File: config.mk
export PLATFORM = sky130hd
export DESIGN_NAME = sec_block_filter
export DESIGN_NICKNAME = d
export VERILOG_FILES = /design/src/rtl/sfl_pkg.sv /design/src/rtl/sfl_lut.sv /design/src/rtl/sfl_decide.sv /design/src/rtl/sfl_capture.sv /design/src/rtl/sec_block_filter.sv
export SDC_FILE = /design/constraint.sdc
export NUM_CORES = 1
export LEC_CHECK = 0
export ABC_AREA = 1
export CAP_MARGIN = 20
export CELL_PAD_IN_SITES_DETAIL_PLACEMENT = 1
export CELL_PAD_IN_SITES_GLOBAL_PLACEMENT = 1
export CORE_ASPECT_RATIO = 0.6
export CORE_MARGIN = 10
export CORE_UTILIZATION = 27
export DETAILED_ROUTE_END_ITERATION = 7
export PLACE_DENSITY = 0.76
export SETUP_SLACK_MARGIN = 0.3
export SYNTH_ARGS = -nofsm -noshare
export SYNTH_HDL_FRONTEND = slang
export SYNTH_SLANG_ARGS = --single-unit
File: constraint.sdc
create_clock -name clk -period 3.1 [get_ports clk]
set_clock_uncertainty 0.1 [all_clocks]
set_input_delay 0.31 -clock clk [delete_from_list [all_inputs] [get_ports clk]]
set_output_delay 0.31 -clock clk [all_outputs]
set_load 0.05 [all_outputs]
File: src/rtl/sfl_pkg.sv
package sfl_pkg;
   typedef enum logic [1:0] {
      ST_IDLE  = 2'd0,
      ST_ISSUE = 2'd1,
      ST_WAIT  = 2'd2,
      ST_RESP  = 2'd3
   } sfl_state_e;

   // capture record field positions (decoded by software)
   localparam int CAP_MID_LSB = 0;
   localparam int CAP_NS_BIT  = 16;
   localparam int CAP_LUT_BIT = 17;
   localparam int LUT_WORD_W  = 32;
   localparam int LUT_BIT_SEL = 5;
endpackage

File: src/rtl/sfl_lut.sv
module sfl_lut #(
   parameter int DEPTH  = 2,
   parameter int IDX_W  = 1,
   parameter int RIDX_W = 20
) (
   input  logic              clk,
   input  logic              rst_n,
   input  logic              wr_en,
   input  logic [IDX_W-1:0]  wr_idx,
   input  logic [31:0]       wr_data,
   input  logic [RIDX_W-1:0] rd_idx,
   output logic [31:0]       rd_word
);
   logic [31:0] word_q [DEPTH];
   logic [31:0] sel_w  [DEPTH];

   for (genvar w = 0; w < DEPTH; w++) begin : g_word
      always_ff @(posedge clk or negedge rst_n) begin
         if (!rst_n) begin
            word_q[w] <= '0;
         end else if (wr_en && (wr_idx == IDX_W'(w))) begin
            word_q[w] <= wr_data;
         end
      end
      assign sel_w[w] = (rd_idx == RIDX_W'(w)) ? word_q[w] : '0;
   end

   always_comb begin
      rd_word = '0;
      for (int w = 0; w < DEPTH; w++) begin
         rd_word = rd_word | sel_w[w];
      end
   end
endmodule

File: src/rtl/sfl_decide.sv
module sfl_decide #(
   parameter int BN_W = 25
) (
   input  logic [BN_W-1:0] blk_num,
   input  logic            attr_known,
   input  logic            nonsec,
   input  logic [31:0]     rd_word,
   output logic [BN_W-6:0] rd_idx,
   output logic            lut_bit,
   output logic            eff_nonsec,
   output logic            pass
);
   import sfl_pkg::*;

   assign rd_idx     = blk_num[BN_W-1:LUT_BIT_SEL];
   assign lut_bit    = rd_word[blk_num[LUT_BIT_SEL-1:0]];
   assign eff_nonsec = attr_known & nonsec;
   assign pass       = (lut_bit == eff_nonsec);
endmodule

File: src/rtl/sfl_capture.sv
module sfl_capture #(
   parameter int ADDR_W = 32,
   parameter int MID_W  = 16
) (
   input  logic              clk,
   input  logic              rst_n,
   input  logic              evt,
   input  logic [ADDR_W-1:0] evt_addr,
   input  logic [MID_W-1:0]  evt_mid,
   input  logic              evt_nonsec,
   input  logic              evt_lut_bit,
   input  logic              clr,
   output logic              status,
   output logic [ADDR_W-1:0] cap_addr,
   output logic [31:0]       cap_info
);
   import sfl_pkg::*;

   logic [31:0] info_w;

   always_comb begin
      info_w = '0;
      info_w[CAP_MID_LSB +: 16] = 16'(evt_mid);
      info_w[CAP_NS_BIT]        = evt_nonsec;
      info_w[CAP_LUT_BIT]       = evt_lut_bit;
   end

   always_ff @(posedge clk or negedge rst_n) begin
      if (!rst_n) begin
         status   <= 1'b0;
         cap_addr <= '0;
         cap_info <= '0;
      end else if (evt && !status) begin
         status   <= 1'b1;
         cap_addr <= evt_addr;
         cap_info <= info_w;
      end else if (clr) begin
         status   <= 1'b0;
      end
   end

   assert_status_sets_R6: assert property (@(posedge clk) disable iff (!rst_n)
      evt && !status |=> status);

   assert_capture_hold_R7: assert property (@(posedge clk) disable iff (!rst_n)
      status |=> $stable(cap_addr) && $stable(cap_info));

   assert_clear_drops_R8: assert property (@(posedge clk) disable iff (!rst_n)
      clr && !evt |=> !status);
endmodule

File: src/rtl/sec_block_filter.sv
module sec_block_filter #(
   parameter int ADDR_W       = 32,
   parameter int DATA_W       = 32,
   parameter int MID_W        = 16,
   parameter int REGION_BYTES = 8192,
   parameter int BLOCK_BYTES  = 128,
   localparam int BLK_SHIFT   = $clog2(BLOCK_BYTES),
   localparam int NUM_BLOCKS  = REGION_BYTES / BLOCK_BYTES,
   localparam int LUT_DEPTH   = (NUM_BLOCKS + 31) / 32,
   localparam int IDX_W       = (LUT_DEPTH > 1) ? $clog2(LUT_DEPTH) : 1
) (
   input  logic              clk,
   input  logic              rst_n,
   input  logic              cfg_err_resp,
   input  logic              lut_wr_en,
   input  logic [IDX_W-1:0]  lut_wr_idx,
   input  logic [31:0]       lut_wr_data,
   input  logic              irq_clear,
   output logic              irq_status,
   output logic [ADDR_W-1:0] cap_addr,
   output logic [31:0]       cap_info,
   input  logic              up_req_valid,
   output logic              up_req_ready,
   input  logic [ADDR_W-1:0] up_addr,
   input  logic              up_write,
   input  logic [DATA_W-1:0] up_wdata,
   input  logic              up_attr_known,
   input  logic              up_nonsec,
   input  logic [MID_W-1:0]  up_mid,
   output logic              up_rsp_valid,
   output logic [DATA_W-1:0] up_rsp_rdata,
   output logic              up_rsp_err,
   output logic              dn_req_valid,
   input  logic              dn_req_ready,
   output logic [ADDR_W-1:0] dn_addr,
   output logic              dn_write,
   output logic [DATA_W-1:0] dn_wdata,
   input  logic              dn_rsp_valid,
   input  logic [DATA_W-1:0] dn_rsp_rdata
);
   import sfl_pkg::*;

   localparam int BN_W   = ADDR_W - BLK_SHIFT;
   localparam int RIDX_W = BN_W - LUT_BIT_SEL;

   // elaboration-time parameter checks
   if (BLOCK_BYTES < 32 || (1 << BLK_SHIFT) != BLOCK_BYTES) begin : g_bad_block
      $error("BLOCK_BYTES must be a power of two of at least 32");
   end
   if (REGION_BYTES < BLOCK_BYTES || (REGION_BYTES % BLOCK_BYTES) != 0) begin : g_bad_region
      $error("REGION_BYTES must be a whole multiple of BLOCK_BYTES");
   end
   if (MID_W < 1 || MID_W > 16) begin : g_bad_mid
      $error("MID_W must lie in 1..16");
   end
   if (BN_W <= LUT_BIT_SEL) begin : g_bad_addr
      $error("ADDR_W too narrow for the chosen block size");
   end

   sfl_state_e        state_q;
   logic [ADDR_W-1:0] addr_q;
   logic              write_q;
   logic [DATA_W-1:0] wdata_q;
   logic [DATA_W-1:0] rdata_q;
   logic              pass_q;
   logic              err_q;

   logic              accept;
   logic [BN_W-1:0]   blk_num;
   logic [RIDX_W-1:0] lut_rd_idx;
   logic [31:0]       lut_rd_word;
   logic              lut_bit;
   logic              eff_nonsec;
   logic              pass;

   assign up_req_ready = (state_q == ST_IDLE);
   assign accept       = up_req_valid && up_req_ready;
   assign blk_num      = up_addr[ADDR_W-1:BLK_SHIFT];

   sfl_lut #(
      .DEPTH  (LUT_DEPTH),
      .IDX_W  (IDX_W),
      .RIDX_W (RIDX_W)
   ) u_lut (
      .clk     (clk),
      .rst_n   (rst_n),
      .wr_en   (lut_wr_en),
      .wr_idx  (lut_wr_idx),
      .wr_data (lut_wr_data),
      .rd_idx  (lut_rd_idx),
      .rd_word (lut_rd_word)
   );

   sfl_decide #(
      .BN_W (BN_W)
   ) u_decide (
      .blk_num    (blk_num),
      .attr_known (up_attr_known),
      .nonsec     (up_nonsec),
      .rd_word    (lut_rd_word),
      .rd_idx     (lut_rd_idx),
      .lut_bit    (lut_bit),
      .eff_nonsec (eff_nonsec),
      .pass       (pass)
   );

   sfl_capture #(
      .ADDR_W (ADDR_W),
      .MID_W  (MID_W)
   ) u_capture (
      .clk         (clk),
      .rst_n       (rst_n),
      .evt         (accept && !pass),
      .evt_addr    (up_addr),
      .evt_mid     (up_mid),
      .evt_nonsec  (eff_nonsec),
      .evt_lut_bit (lut_bit),
      .clr         (irq_clear),
      .status      (irq_status),
      .cap_addr    (cap_addr),
      .cap_info    (cap_info)
   );

   // transaction sequencer: decision registered before downstream issue
   always_ff @(posedge clk or negedge rst_n) begin
      if (!rst_n) begin
         state_q <= ST_IDLE;
         addr_q  <= '0;
         write_q <= 1'b0;
         wdata_q <= '0;
         rdata_q <= '0;
         pass_q  <= 1'b0;
         err_q   <= 1'b0;
      end else begin
         unique case (state_q)
            ST_IDLE: begin
               if (accept) begin
                  addr_q  <= up_addr;
                  write_q <= up_write;
                  wdata_q <= up_wdata;
                  rdata_q <= '0;
                  pass_q  <= pass;
                  err_q   <= !pass && cfg_err_resp;
                  state_q <= pass ? ST_ISSUE : ST_RESP;
               end
            end
            ST_ISSUE: begin
               if (dn_req_ready) begin
                  state_q <= ST_WAIT;
               end
            end
            ST_WAIT: begin
               if (dn_rsp_valid) begin
                  rdata_q <= write_q ? '0 : dn_rsp_rdata;
                  state_q <= ST_RESP;
               end
            end
            ST_RESP: begin
               state_q <= ST_IDLE;
            end
            default: state_q <= ST_IDLE;
         endcase
      end
   end

   assign dn_req_valid = (state_q == ST_ISSUE);
   assign dn_addr      = addr_q;
   assign dn_write     = write_q;
   assign dn_wdata     = wdata_q;
   assign up_rsp_valid = (state_q == ST_RESP);
   assign up_rsp_rdata = rdata_q;
   assign up_rsp_err   = err_q;

   assert_blocked_zero_R4: assert property (@(posedge clk) disable iff (!rst_n)
      up_rsp_valid && !pass_q |-> up_rsp_rdata == '0);

   assert_no_dn_on_block_R4: assert property (@(posedge clk) disable iff (!rst_n)
      accept && !pass |=> !dn_req_valid);

   assert_err_only_blocked_R5: assert property (@(posedge clk) disable iff (!rst_n)
      up_rsp_valid && up_rsp_err |-> !pass_q);

   assert_unknown_secure_R3: assert property (@(posedge clk) disable iff (!rst_n)
      up_req_valid && !up_attr_known && !lut_bit |-> pass);

   assert_dn_hold_R9: assert property (@(posedge clk) disable iff (!rst_n)
      dn_req_valid && !dn_req_ready |=> dn_req_valid && $stable(dn_addr)
                                        && $stable(dn_wdata) && $stable(dn_write));

   assert_issue_after_accept_R9: assert property (@(posedge clk) disable iff (!rst_n)
      accept && pass |=> dn_req_valid);
endmodule

==> summary.txt, run 1 <==
Flow run
  • Max Cap Violations: 0

Floorplanning
  • Die H: 163.6 µm
  • IO Pins: 322
  • Rows: 52
  • Die width: 259.3 µm
  • Die ar.: 42410 µm²
  • Starting Density: 0.2747
  • Core Region: 33770 µm²

Drt
  • Number of DRC markers in iteration 0: 586
  • Routed length per instance: 19.94 µm
  • Routed wire length: 37440 µm
  • DR pass1 iterations: 5
  • Via density: 4.684
  • Antenna-violating nets left: 0
  • Routed vias: 8797
  • Residual DRC: 0

Timing
  • Worst-margin pin slew: 0.8881 ns
  • Hold Fails Final Rpt: 1
  • Final-report setup violation count: 0
  • RSZ-0062 raised after global routing: false
  • Period utilization: 0.8843
  • Count of final max-slew check failures: 0
  • Fmax: 364.8 MHz
  • Hold slack: -0.005469 ns
  • Relative slew slack: 0.4079
  • Period minus WS final: 2.741 ns

Power and ir drop
  • Flop pwr share: 0.297
  • Power share of the clock group: 0.187
  • Switch share: 0.4773
  • Lkg Pwr: 6.608 nW
  • Total power: 14.84 mW
  • Combinational power share: 0.516
  • VDD IR max: 0.5694 mV
  • P per Cell Area: 1055 nW/µm²
  • Sw power: 7.082 mW
  • Internal power: 7.755 mW

Clock tree
  • TritonCTS clock tree: built
  • Longest Clk Path Bufs: 3
  • Clk slew on worst S/H paths: 0.06 ns
  • Root buf cell: clkbuf_16
  • CTS Buf Count: 24
  • Insertion delay to the later sink of the worst-skew pair: 0.52 ns
  • H-tree depth: 1
  • Clk sinks: 215

Yosys
  • Most frequent cell after synthesis: nand2_1
  • Post-synth EDFFs: 0
  • YS warnings: 0
  • FFs w/ async S/R, synth: 1.000
  • Post-synthesis sequential area ratio: 0.5801
  • Dominant cell type by area after synthesis: dfrtp_1
  • Post-Syn Area per Cell: 8.486 µm²
  • Commonest cells post-synth: 457 x nand2_1, 215 x dfrtp_1, 104 x o21ai_0, 84 x nand4_1, 65 x nand3_1
  • Synth Instances: 1093
  • Synthesized cell area: 9275 µm²
  • Synth Register Bits: 215
  • Most used DFF post-synth: dfrtp_1
  • Ranking of synthesized cells by area: dfrtp_1 58%, nand2_1 18%, nand4_1 5.7%
  • Post-synth top area share: 0.5801
  • Post-synth cell types: 23

Worst hold path
  • Worst hold path type: in -> reg

Global route
  • Initial antenna violation count: 3
  • Largest net degree at the start of global routing: 90
  • Grt ovf: 0
  • Vias in the first global route: 9324
  • Tot GR Track Use: 0.1625
  • First-pass GRT wire length: 55270 µm

Run status
  • Failing checks: hold timing
  • Run status: complete, but fails checks

Worst setup path
  • Setup crit end kind: register
  • R2R setup slack: 0.69 ns
  • CP max FO: 8
  • Crit path DAT: 3.05 ns
  • CP Launch Type: input pin
  • Critical Path RT: 3.41 ns
  • Critical path class: in -> reg

Final layout
  • Final Core Density: 0.4164
  • Layout cell share with drive strength beyond 1: 0.07415
  • Total Nets Final: 1563
  • Area grow syn2layout: 51.60%
  • Non-filler cells, final: 1878

Placed design
  • Dpl cells: 1818
  • GP Congestion: 0.7950
  • HPWL Detailed: 25940 µm
  • Port Buffers: 307
## final timing paths
check,startpoint,to,cells past startpoint
worst min register to register,u_capture.cap_info[7],u_capture.cap_info[7],2
max in group asynchronous,rst_n,dn_wdata[29],3
worst max-delay path,up_addr[12],u_capture.cap_info[15],19
worst min-delay path,up_addr[21],dn_addr[21],3
worst max register to register,state_q[0],up_rsp_rdata[4],10
min in group asynchronous,rst_n,dn_wdata[17],2
## sequential cells by signal (all words and copies together) (netlist names)
signal and cells:
u_lut.word_q 64, dn_write 1, dn_addr 32, u_capture.status 1, u_capture.cap_info 18, state_q 2
u_capture.cap_addr 32, up_rsp_err 1, dn_wdata 32, up_rsp_rdata 32
## kinds of logic (layout without fill, tap and decap cells)
logic type,Yosys count,count (layout),share of synthesized area
AND/OR/NAND/NOR,628,628,0.2879
flip-flops,215,215,0.5801
buffers and inverters,138,448,0.06839
AO/OA/AOI/OAI,107,107,0.05787
adder cells (fa/ha/maj),4,4,0.005396
other,1,17,0.0004043
## cell usage in the layout, fill, tap and decap left out, drive strengths merged
master and n:
dfrtp 215, o21ai 106, nand2 458, diode 3, o22ai 1, bufinv 1, or2 1, clkinv 6
conb 14, inv 49, buf 39, nor2 19, dlymetal6s2s 14, nand3 66, nand4 84, ha 4
clkdlybuf4s50 292, clkinvlp 1, clkbuf 39, dlygate4sd3 7
## area by class of cell
| class | count | area [µm²] |
|---|---|---|
| Fill cell | 3929 | 19710 |
| Sequential cell | 215 | 5380 |
| Timing Repair Buffer | 357 | 3750 |
| Multi-Input combinational cell | 753 | 3403 |
| Clock buffer | 34 | 689.4 |
| Tap cell | 459 | 574.3 |
| Inverter | 52 | 196.4 |
| Clock inverter | 5 | 60.06 |
| Antenna cell | 3 | 7.507 |
## layer usage
layer	wire, µm	part of all wire	track usage
met1	17130	0.46	0.2117
met2	17270	0.46	0.2654
met3	2266	0.061	0.04300
met4	778	0.021	0.03760
met5	0	0	0
## stage by stage
stage / worst slack, ns / setup TNS, ns / instance area (µm²)
after floorplan: 0.6316 / 0 / 9324
after global placement: -0.02701 / -0.2356 / 12930
after detailed placement: -0.06314 / -2.078 / 12930
after CTS: 0.3646 / 0 / 13690
after global routing: 0.2299 / 0 / 14060
final: 0.3586 / 0 / 14060
## power by group through the flow
stage          clock network (mW)  logic, mW  registers [mW]
3_3_place_gp                    0       7.51            4.40
2_1_floorplan                   0       1.65            7.42
6_report                     2.77       7.66            4.41
3_5_place_dp                    0       7.65            4.44
5_1_grt                      2.99       8.13            4.53
4_1_cts                      2.88       7.67            4.42
## repair_timing
item | in CTS | in global routing
buffers inserted | 0 | 1
hold buffers | 1 | 6
gates resized for setup | 0 | 33
hold endpoints to repair | 65 | 6
endpoints found under the setup margin | 0 | 50
## critical path: stages
cell	delay (ns)
clkdlybuf4s50_1	0.48
nor2_2	0.13
nand2_2	0.07
nor2_4	0.12
nand2_2	0.07
nor2_4	0.27
clkbuf_16	0.22
nand2_1	0.06
nand3_1	0.08
nand3_1	0.11
nand3_1	0.10
nand3_1	0.09
nand3_2	0.09
nand3_1	0.09
nand2_2	0.13
nand3_4	0.22
clkbuf_16	0.29
nand2_1	0.07
nand2_1	0.05
(Power assumes the default switching activity.)
==> run 2: changes to the inputs <==
CAP_MARGIN = 10   (was 20)
CTS_BUF_LIST = sky130_fd_sc_hd__clkbuf_4   (was not set)
GPL_ROUTABILITY_DRIVEN = 0   (was not set)
==> run 2 against run 1 <==
Compared with the run above:
- the run now ends clean
- cell area down 1.9%
- die area unchanged
- sequential share of layout area up 0.75 points
- sequential power about the same
- final cell count up 2.8%
- clock power down 17%
- routed wire length down 1.7%
- critical endpoint is now dn_req_valid
- highest routed layer unchanged
==> summary.txt, run 2 (same netlist as run 1, synthesis figures left out) <==
Run status
  • Run status: complete, no violations

Drt
  • Number of DRC markers in iteration 0: 586 (unchanged)
  • Routed length per instance: 19.07 µm (-4.3%)
  • DR pass1 iterations: 5 (unchanged)
  • Via density: 4.653 (-0.66%)
  • Routed vias: 8981 (+2.1%)
  • Routed wire length: 36810 µm (-1.7%)
  • Residual DRC: 0 (unchanged)
  • Antenna-violating nets left: 0 (unchanged)

Worst setup path
  • Crit-path cells: inv_1 > ha_1 > clkdlybuf4s50_1
  • Worst R2R Path Depth: 10 (unchanged)
  • Reg-to-Reg Start: state_q[0]
  • CP max FO: 4 (-4)
  • Setup crit end kind: output port
  • Crit path DAT: 2.21 ns (-0.84 ns)
  • CP max stage delay: 0.83 ns (+0.35 ns)
  • Critical path class: reg -> out
  • Slowest CP cell: clkdlybuf4s50_1
  • R2R setup slack: 0.67 ns (-0.02 ns)
  • Critical Path RT: 2.69 ns (-0.72 ns)
  • CP Launch Type: register
  • R2r endpoint: up_rsp_rdata[4]

Placed design
  • Port Buffers: 307 (unchanged)
  • Pre-CTS setup slack: -0.06314 ns (unchanged)
  • HPWL Detailed: 25940 µm (unchanged)
  • Post-Place Cell Area: 12930 µm² (unchanged)
  • Dpl cells: 1818 (unchanged)

Clock tree
  • H-tree depth: 2 (+1)
  • Clk slew on worst S/H paths: 0.08 ns (+0.02 ns)
  • TritonCTS clock tree: built
  • Insertion delay to the later sink of the worst-skew pair: 0.71 ns (+0.19 ns)
  • Root buf cell: clkbuf_4
  • CTS Buf Count: 55 (+130%)
  • Post-CTS Setup Bufs: 0 (unchanged)
  • Longest Clk Path Bufs: 3 (unchanged)
  • Clk sinks: 215 (unchanged)

Timing
  • Count of final max-slew check failures: 0 (unchanged)
  • Fmax: 381.5 MHz (+4.6%)
  • Hold slack: 0.08180 ns (+0.08726 ns)
  • Hold Fails Final Rpt: 0 (-1)
  • RSZ-0062 raised after global routing: false
  • Worst-margin pin slew: 1.082 ns (+0.1942 ns)
  • Period utilization: 0.8455 (-0.03887)
  • Period minus WS final: 2.621 ns (-0.1205 ns)
  • Final-report setup violation count: 0 (unchanged)
  • Setup TNS: 0 ns (unchanged)
  • Final worst slack: 0.4791 ns (+0.1205 ns)
  • Relative slew slack: 0.2759 (-0.1320)

Power and ir drop
  • VDD IR max: 0.5583 mV (-1.9%)
  • Flop pwr share: 0.308 (+0.011)
  • P per Cell Area: 1039 nW/µm² (-1.6%)
  • Total power: 14.32 mW (-3.5%)
  • Switch share: 0.4950 (+0.01767)
  • Internal power: 7.234 mW (-6.7%)
  • Sw power: 7.090 mW (+0.11%)
  • Lkg Pwr: 6.442 nW (-2.5%)
  • Power share of the clock group: 0.162 (-0.025)
  • Combinational power share: 0.531 (+0.015)

Final layout
  • Max reg flops: 64 (unchanged)
  • Non-filler cells, final: 1930 (+2.8%)
  • Finished Cell Area: 13790 µm² (-1.9%)
  • Commonest non-fill, non-tap cell in the layout: nand2_1
  • Total Nets Final: 1600 (+2.4%)
  • Top reg by flops: u_lut.word_q
  • Area grow syn2layout: 48.68%
  • Layout cell share with drive strength beyond 1: 0.08577 (+0.01162)
  • Most frequent cells in the layout: 454 x nand2_1, 305 x clkdlybuf4s50_1, 215 x dfrtp_1
  • Final Core Density: 0.4084 (-0.008003)

Floorplanning
  • Die width: 259.3 µm (unchanged)
  • Die ar.: 42410 µm² (unchanged)
  • Die H: 163.6 µm (unchanged)
  • Core Region: 33770 µm² (unchanged)
  • IO Pins: 322 (unchanged)
  • Rows: 52 (unchanged)
  • Starting Density: 0.2747 (unchanged)

Global route
  • Tot GR Track Use: 0.1689 (+0.006378)
  • Initial antenna violation count: 2 (-1)
  • Grt ovf: 0 (unchanged)
  • Vias in the first global route: 9718 (+4.2%)
  • Largest net degree at the start of global routing: 90 (unchanged)
  • First-pass GRT wire length: 57260 µm (+3.6%)

Worst hold path
  • Worst hold path type: in -> async

Flow run
  • Max Cap Violations: 0 (unchanged)
-- run 2: timing repair --
action                                  CTS  global route
hold endpoints to repair                238             0
endpoints found under the setup margin    1             0
gates resized for setup                   1             0
hold buffers                             24             0
-- run 2: layout make-up --
type,instances,area [µm²]
Tap cell,459,574.3
Antenna cell,2,5.005
Sequential cell,215,5380
Inverter,52,196.4
Multi-Input combinational cell,753,3333
Clock inverter,8,33.78
Clock buffer,78,585.6
Fill cell,4012,19980
Timing Repair Buffer,363,3682
-- run 2: power by group through the flow --
| stage | sequential, mW | clock [mW] | combinational [mW] |
|---|---|---|---|
| 3_5_place_dp | 4.44 | 0 | 7.65 |
| 3_3_place_gp | 4.40 | 0 | 7.51 |
| 5_1_grt | 4.54 | 2.58 | 8.08 |
| 2_1_floorplan | 7.42 | 0 | 1.65 |
| 4_1_cts | 4.41 | 2.42 | 7.69 |
| 6_report | 4.41 | 2.31 | 7.60 |
-- run 2: how the worst max path moves through the flow --
stage,to,slack [ns],from,depth (start not counted)
finish,dn_req_valid,0.48,state_q[1],3
global route,dn_req_valid,0.32,state_q[1],3
global placement,u_capture.cap_addr[10],-0.03,up_addr[19],18
floorplan,up_rsp_rdata[22],0.63,state_q[0],11
detailed placement,u_capture.cap_info[8],-0.06,up_addr[25],19
CTS,dn_req_valid,0.40,state_q[1],3
-- run 2: routing by layer --
metal / global-route usage / share of wire
met3: 0.05163 / 0.069
met2: 0.2706 / 0.46
met4: 0.04977 / 0.020
met5: 0 / 0
met1: 0.2161 / 0.45
-- run 2: worst max-delay path, delay by kind of cell (launching register included) --
family / cells / cell delay (ns)
adder cells (fa/ha/maj): 1 / 0.17
flip-flops: 1 / 0.43
buffers and inverters: 2 / 0.94
